`src/rtl/lsclk_pkg.sv`:
```
package lsclk_pkg;
    localparam int ADDR_W = 9;
    localparam int DATA_W = 32;

    localparam logic [ADDR_W-1:0] OFS_CTRL = 9'h000;
    localparam logic [ADDR_W-1:0] OFS_DIV  = 9'h008;
    localparam logic [ADDR_W-1:0] OFS_GATE = 9'h060;
    localparam logic [ADDR_W-1:0] OFS_SRC  = 9'h160;

    localparam logic [15:0] CTRL_KEY = 16'h16AA;

    typedef enum logic [1:0] {
        FAN_OSC = 2'd0,
        FAN_ALT = 2'd1,
        FAN_REF = 2'd2,
        FAN_OFF = 2'd3
    } fan_sel_e;

    typedef struct packed {
        logic     osc_pick_ext;
        logic     rtc_pick_ref;
        logic     xtal_pass;
        logic     ref_gate;
        logic     fan_en;
        fan_sel_e fan_sel;
        logic     rc_en;
        logic [4:0] div_n;
    } lsclk_cfg_t;
endpackage

```
`src/rtl/lsclk_regs.sv`:
```
module lsclk_regs
    import lsclk_pkg::*;
(
    input  logic              clk,
    input  logic              rst_n,
    input  logic              wr_en,
    input  logic [ADDR_W-1:0] addr,
    input  logic [DATA_W-1:0] wdata,
    output logic [DATA_W-1:0] rdata,
    output lsclk_cfg_t        cfg
);
    logic [15:0]       ctrl_q;
    logic [DATA_W-1:0] div_q;
    logic [DATA_W-1:0] gate_q;
    logic [DATA_W-1:0] src_q;
    logic              key_ok;

    assign key_ok = (wdata[31:16] == CTRL_KEY);

    always_ff @(posedge clk) begin
        if (!rst_n) begin
            ctrl_q <= '0;
            div_q  <= '0;
            gate_q <= '0;
            src_q  <= '0;
        end else if (wr_en) begin
            unique case (addr)
                OFS_CTRL: if (key_ok) ctrl_q <= wdata[15:0];
                OFS_DIV:  div_q  <= wdata;
                OFS_GATE: gate_q <= wdata;
                OFS_SRC:  src_q  <= wdata;
                default:  ;
            endcase
        end
    end

    always_comb begin
        unique case (addr)
            OFS_CTRL: rdata = {16'h0000, ctrl_q};
            OFS_DIV:  rdata = div_q;
            OFS_GATE: rdata = gate_q;
            OFS_SRC:  rdata = src_q;
            default:  rdata = '0;
        endcase
    end

    always_comb begin
        cfg.osc_pick_ext = ctrl_q[0];
        cfg.rtc_pick_ref = ctrl_q[1];
        cfg.xtal_pass    = ctrl_q[4];
        cfg.div_n        = div_q[4:0];
        cfg.fan_en       = gate_q[0];
        cfg.fan_sel      = fan_sel_e'(gate_q[2:1]);
        cfg.ref_gate     = gate_q[16];
        cfg.rc_en        = src_q[0];
    end
endmodule

```
`src/rtl/lsclk_tickdiv.sv`:
```
module lsclk_tickdiv #(
    parameter int CNT_W = 5
) (
    input  logic             clk,
    input  logic             rst_n,
    input  logic             en,
    input  logic             tick_in,
    input  logic [CNT_W-1:0] limit,
    output logic             tick_out
);
    typedef enum logic {DIV_IDLE, DIV_RUN} div_state_e;

    div_state_e       state_q, state_nx;
    logic [CNT_W-1:0] cnt_q;
    logic [CNT_W-1:0] lim_q;
    logic             term;

    assign term = (state_q == DIV_RUN) && en && tick_in && (cnt_q == lim_q);

    always_ff @(posedge clk) begin
        if (!rst_n) state_q <= DIV_IDLE;
        else        state_q <= state_nx;
    end

    always_comb begin
        state_nx = state_q;
        unique case (state_q)
            DIV_IDLE: if (en)  state_nx = DIV_RUN;
            DIV_RUN:  if (!en) state_nx = DIV_IDLE;
            default:           state_nx = DIV_IDLE;
        endcase
    end

    always_ff @(posedge clk) begin
        if (!rst_n) begin
            cnt_q    <= '0;
            lim_q    <= '0;
            tick_out <= 1'b0;
        end else begin
            tick_out <= term;
            if (state_q == DIV_IDLE || !en) begin
                cnt_q <= '0;
                lim_q <= limit;
            end else if (tick_in) begin
                if (cnt_q == lim_q) begin
                    cnt_q <= '0;
                    lim_q <= limit;
                end else begin
                    cnt_q <= cnt_q + 1'b1;
                end
            end
        end
    end
endmodule

```
`src/rtl/lsclk_sel.sv`:
```
module lsclk_sel
    import lsclk_pkg::*;
#(
    parameter int RC_PRE  = 32,
    parameter int REF_DIV = 750
) (
    input  logic              clk,
    input  logic              rst_n,
    input  logic              wr_en,
    input  logic [ADDR_W-1:0] addr,
    input  logic [DATA_W-1:0] wdata,
    output logic [DATA_W-1:0] rdata,
    input  logic              rc_tick,
    input  logic              xtal_tick,
    input  logic              ref_tick,
    input  logic              alt_tick,
    output logic              iosc32_tick,
    output logic              ext_tick,
    output logic              osc32_tick,
    output logic              ref32_tick,
    output logic              rtc_tick,
    output logic              fanout_tick
);
    localparam int PRE_W = $clog2(RC_PRE);
    localparam int REF_W = $clog2(REF_DIV);
    localparam logic [PRE_W-1:0] PRE_LIM = PRE_W'(RC_PRE - 1);
    localparam logic [REF_W-1:0] REF_LIM = REF_W'(REF_DIV - 1);

    lsclk_cfg_t cfg;
    logic       pre_tick;
    logic       fan_src;

    lsclk_regs u_regs (
        .clk   (clk),
        .rst_n (rst_n),
        .wr_en (wr_en),
        .addr  (addr),
        .wdata (wdata),
        .rdata (rdata),
        .cfg   (cfg)
    );

    lsclk_tickdiv #(.CNT_W(PRE_W)) u_pre (
        .clk      (clk),
        .rst_n    (rst_n),
        .en       (cfg.rc_en),
        .tick_in  (rc_tick),
        .limit    (PRE_LIM),
        .tick_out (pre_tick)
    );

    lsclk_tickdiv #(.CNT_W(5)) u_post (
        .clk      (clk),
        .rst_n    (rst_n),
        .en       (cfg.rc_en),
        .tick_in  (pre_tick),
        .limit    (cfg.div_n),
        .tick_out (iosc32_tick)
    );

    lsclk_tickdiv #(.CNT_W(REF_W)) u_ref (
        .clk      (clk),
        .rst_n    (rst_n),
        .en       (cfg.ref_gate),
        .tick_in  (ref_tick),
        .limit    (REF_LIM),
        .tick_out (ref32_tick)
    );

    assign ext_tick   = xtal_tick & cfg.xtal_pass;
    assign osc32_tick = cfg.osc_pick_ext ? ext_tick : iosc32_tick;
    assign rtc_tick   = cfg.rtc_pick_ref ? ref32_tick : osc32_tick;

    always_comb begin
        unique case (cfg.fan_sel)
            FAN_OSC: fan_src = osc32_tick;
            FAN_ALT: fan_src = alt_tick;
            FAN_REF: fan_src = ref32_tick;
            default: fan_src = 1'b0;
        endcase
    end

    assign fanout_tick = cfg.fan_en & fan_src;
endmodule

```
`config.mk`:
```
export PLATFORM = sky130hd
export DESIGN_NAME = lsclk_sel
export DESIGN_NICKNAME = d
export VERILOG_FILES = /design/src/rtl/lsclk_pkg.sv /design/src/rtl/lsclk_regs.sv /design/src/rtl/lsclk_tickdiv.sv /design/src/rtl/lsclk_sel.sv
export SDC_FILE = /design/constraint.sdc
export NUM_CORES = 1
export LEC_CHECK = 0
export BUFFER_PORTS_ARGS = -buffer_cell sky130_fd_sc_hd__buf_2
export CAP_MARGIN = 20
export CORE_MARGIN = 3
export CORE_UTILIZATION = 50
export DETAILED_ROUTE_END_ITERATION = 7
export PLACE_DENSITY = 0.75
export SLEW_MARGIN = 20
export SYNTH_ARGS = -nofsm -noshare
export SYNTH_HDL_FRONTEND = slang
export SYNTH_HIERARCHICAL = 1
export SYNTH_SLANG_ARGS = --single-unit
```
`constraint.sdc`:
```
create_clock -name clk -period 5.8 [get_ports clk]
set_input_delay 1.16 -clock clk [delete_from_list [all_inputs] [get_ports clk]]
set_output_delay 1.16 -clock clk [all_outputs]
set_load 0.005 [all_outputs]
```
== Yosys cells after proc, flatten, opt, wreduce, memory -nomap -nowiden ==
Index checks and enable logic that the tools add are counted.

* Word-level logic and storage cells: 79
* Input port bits: 48
* Output and inout port bits: 38
* Register bits: 154

* Multiplexer cells: 18
* Bitwise logic cells: 5
* Eq/ne operators: 9
* $add $sub $neg: 3
* Reduce and logical (&&, ||, !) cells: 29

{| class="wikitable"
|+ Operators with widths
! operator !! count
|-
| $pmux 32 s4 || 1
|-
| $mux 10 || 4
|-
| $mux 5 || 8
|-
| $eq 16x13->1 const B || 1
|-
| $reduce_and 2->1 || 6
|-
| $reduce_bool 2->1 || 6
|-
| $add 10x1->10 const B || 1
|-
| $add 5x1->5 const B || 2
|-
| $eq 10x10->1 || 1
|-
| $eq 5x5->1 || 2
|-
| $eq 9x4->1 const B || 1
|-
| $eq 9x7->1 const B || 1
|-
| $eq 9x9->1 const B || 1
|-
| $logic_not 9->1 || 1
|-
| $logic_and 1x1->1 || 8
|-
| $mux 1 || 4
|-
| $reduce_or 2->1 || 2
|-
| $not 1->1 || 3
|-
| $pmux 1 s3 || 1
|-
| $reduce_and 3->1 || 1
|-
| $and 1x1->1 || 2
|-
| $eq 2x1->1 const B || 1
|-
| $eq 2x2->1 const B || 1
|-
| $logic_not 1->1 || 2
|-
| 2 further kinds || 3
|}

== Depth between registers and ports, before layout ==
* Depth in word-level cells: 4
* Mapped depth: 7
* Gate-level depth less buffers: 5

== Modules after synthesis ==
Netlist, hierarchy kept.

{| class="wikitable"
|+ By module, submodules not included
! module !! cells an instance !! times used !! area each (sq um)
|-
| lsclk_regs || 534 || 1 || 4660.7
|-
| lsclk_tickdiv at u_post ... || 65 || 2 || 608.1
|-
| lsclk_tickdiv at u_ref || 146 || 1 || 1197.4
|-
| lsclk_sel || 12 || 1 || 86.3
|}

== Least setup slack after synthesis ==
Ideal clock, no wire load.

* Path kind: input port to output port
* Start point: input addr[8]
* End point: output rdata[0]
* Path buffers: 2
* Arrival time: 2676 ps
* Path slack: 1964 ps
* Stages on the path: 5
* Path through: buf_6 > or4_4 > nor3_1 > buf_2 > a221o_1

* Longest elaborated chain between the ends: 2
* Elaborated cells between the ends (all ways): 5

{| class="wikitable"
|+ RTL lines
! element !! RTL line !! RTL
|-
| from (decl) || lsclk_sel.sv:10 || <nowiki>input logic [ADDR_W-1:0] addr,</nowiki>
|-
| $eq 9x9->1, or another cell as far along || lsclk_regs.sv:38 || <nowiki>unique case (addr)</nowiki>
|-
| $pmux 32 s4 * || lsclk_regs.sv:38 ||
|-
| to (decl) || lsclk_sel.sv:12 || <nowiki>output logic [DATA_W-1:0] rdata,</nowiki>
|}

Mark *: on every way between the ends. The rest lies on a longest branch, timed or not.

== Worst setup path in the final report ==
* Start point: input addr[8]
* End point: output rdata[11]

Same word-level chain as after synthesis.

==> impl_metrics.yaml <==
status:
  status: "completed"
cells_and_area:
  num-fill-cells: 1256
  design_area_um2: 8110
  multiInputGateArea_um2: 3660
  diodes: 0
  finalNonFillerCells: 1060
  seq_area_um2: 3160
  area_growth_pct: 13.2
  layout-drive-gt1-share: 0.166
  final_nets: 918
logic_synthesis:
  syn_area_per_cell_um2: 8.71
  synth_top_cell_by_area: "dfxtp_1"
  yosysSeqAreaShare: 0.442
  yosysMostFrequentCell: "dfxtp_1"
  ys_warn_count: 6
  synth_ff_type: "dfxtp_1"
  synth_edf_count: 0
  yosys-top-cells-area: "dfxtp_1 (44%), nand3_1 (7.8%), o21ai_0 (7.3%), nand2_1 (4.9%), mux2i_1 (4.9%)"
  synth_cell_types: 42
  synth-seq-cells: 158
  netlist_area_um2: 7160
  yosys.area.top_type_share: 0.442
  synthArstFlopShare: 0
  ys_top_cells_by_count: "dfxtp_1 (158), nand3_1 (112), o21ai_0 (105), nand2_1 (94), nor2_1 (42)"
  syn_inst: 822
job:
  cap_violations: 0
timing:
  worst_slew_pin_slew_ns: 1.04
  fmax_ghz: 0.218
  fin_tns_setup_ns: 0
  rsz0062_at_grt: "no"
  hold_violations: 0
  finalSetupViolCount: 0
  skew_ns: 0.00652
  holdWs_ns: 0.465
  slew_headroom: 0.306
  fin_crit_ns: 4.59
  drv_slew: 0
  fin_ws_ns: 1.21
  fin_crit_sh: 0.792
power:
  p_per_area_nw_per_um2: 280
  ir_drop_uv: 231
  leakagePower_uw: 0.00322
cts:
  cts_made_buffers: 17
  cts_resized: 0
  clkSlewWorstSetupHoldPaths_ns: 0.07
  cts_tree: "done"
  post_cts_buffers: 0
  ctsHoldBuffers: 0
  cts_buffer_depth: 2
  clock_sinks: 158
  root_buffer: "clkbuf_16"
  cts_htree_levels: 4
  clock_latency_ns: 0.42
drt:
  vias_per_cell: 5.61
  antenna_left: 0
  wl_per_cell_um: 14.8
  route.detailed.drc: 0
  via_count: 5943
  drt-pass1-iter-count: 5
  wl_met1_mm: 7.46
  top_layer: "met5"
  wl_met2_mm: 7.12
  drt_first_iter_violations: 420
  drt-total-wl_mm: 15.7
  route.met3.wl_um: 882
min_path:
  min_from: "u_regs/src_q[16]$_SDFFE_PN0P_"
  hold_path.class: "flop to flop"
worst_setup_path:
  crit_path_start: "addr[8]"
  crit_path_max_fanout: 34
  worstSetupStartpointType: "input port"
  worstPathArrival_ns: 3.43
  critical_path_class: "input port to output pin"
  r2r_start: "u_ref/cnt_q[3]$_SDFFE_PP0P_"
  crit_required_ns: 4.64
  worstSetupEndpointType: "output pin"
placement:
  dp_hpwl_mm: 10.1
  placed_area_um2: 7530
  gp_congestion: 0.761
  place_ws_ns: 1.25
  io_buffers: 85
  dp.cells: 1028
global_route:
  antenna_found_initial: 1
  grt_pass1_vias: 5226
  grt_max_degree: 113
  overflow: 0
  grt_pass1_wl_mm: 25.9
  grt_usage: 0.199
floorplanning:
  initial_core_util: 0.514
  ios: 86
  core_um2: 13900
  rows: 43
  die_x_um: 126
  chipHeight_um: 126
  die_area_um2: 15800
-- flip-flops by register name, summed over array words and instances (netlist names) --
name,count
u_ref/lim_q,10
u_post/lim_q,5
u_pre/lim_q,5
u_post/cnt_q,5
u_post/state_q,1
u_ref/state_q,1
u_regs/src_q,32
u_regs/div_q,32
u_ref/tick_out,1
u_ref/cnt_q,10
u_post/tick_out,1
u_regs/ctrl_q,16
u_pre/tick_out,1
u_pre/cnt_q,5
u_pre/state_q,1
u_regs/gate_q,32
-- metrics by stage --
step                      power (µW)  utilization
after floorplan                 1190            -
after global placement          1220        0.540
after detailed placement        1220        0.540
after CTS                       2290        0.581
after global routing            2350        0.582
final                           2270        0.582
-- critical path, stage by stage --
cell     delay, ns
buf_2         0.36
or4_4         0.64
nor3_2        0.84
a221o_1       0.30
buf_2         0.11
-- worst paths after layout --
path | end | slack (ns) | depth (start not counted)
setup / recovery | rdata[11] | 1.21 | 5
hold / removal | u_regs/src_q[16]$_SDFFE_PN0P_ | 0.46 | 2
setup reg to reg | u_ref/cnt_q[1]$_SDFFE_PP0P_ | 3.53 | 4
hold reg to reg | u_regs/src_q[16]$_SDFFE_PN0P_ | 0.46 | 2
-- report_power, final --
group,switching (µW),leakage [µW],internal [µW]
combinational,67.4,0.00166,31.9
sequential,4.44,0.00128,1090
clock,466,0.000280,610
-- placed cells by master, fill, tap and decap left out, drive strengths merged, types with 2 or more instances in the layout --
| cell type | synthesis | routed |
|---|---|---|
| a221o | 32 | 32 |
| and3 | 27 | 27 |
| nor3 | 5 | 5 |
| ha | 3 | 3 |
| clkinv | 0 | 5 |
| nand3 | 112 | 112 |
| dfxtp | 158 | 158 |
| o2111ai | 20 | 20 |
| mux2i | 35 | 35 |
| nor2 | 42 | 42 |
| and2 | 8 | 8 |
| inv | 2 | 8 |
| buf | 43 | 91 |
| xor2 | 9 | 9 |
| o211ai | 10 | 10 |
| xnor2 | 28 | 28 |
| or2 | 2 | 2 |
| nand4 | 11 | 11 |
| or4 | 14 | 14 |
| o21bai | 2 | 2 |
| nand3b | 2 | 2 |
| nor4b | 2 | 2 |
| clkinvlp | 0 | 2 |
| conb | 2 | 20 |
| clkbuf | 40 | 18 |
| nand2 | 95 | 95 |
| o21ai | 107 | 107 |
| nor4 | 2 | 2 |
-- final cells by class --
cell class	count	area share
sequential	158	0.390
clock inverter	14	0.0164
clock buffer	18	0.0542
inverter	2	0.000926
tap	180	0.0278
multi-input combinational	597	0.452
timing repair buffer	91	0.0588
-- per-layer routing --
| layer | vias up | GRT usage |
|---|---|---|
| met2 | 176 | 0.297 |
| met1 | 2708 | 0.279 |
| met5 | - | 0 |
| met4 | 2 | 0.0759 |
| li1 | 3034 | - |
| met3 | 23 | 0.0479 |
-- cell families after synthesis --
kind of cell / synth area share
flip-flops: 0.442
multiplexers: 0.0505
adder cells (fa/ha/maj): 0.00524
buffers and inverters: 0.0591
AND/OR/NAND/NOR: 0.227
XOR/XNOR: 0.0453
other: 0.00105
AO/OA/AOI/OAI: 0.170
No activity file was read; power rests on OpenSTA's default activity.
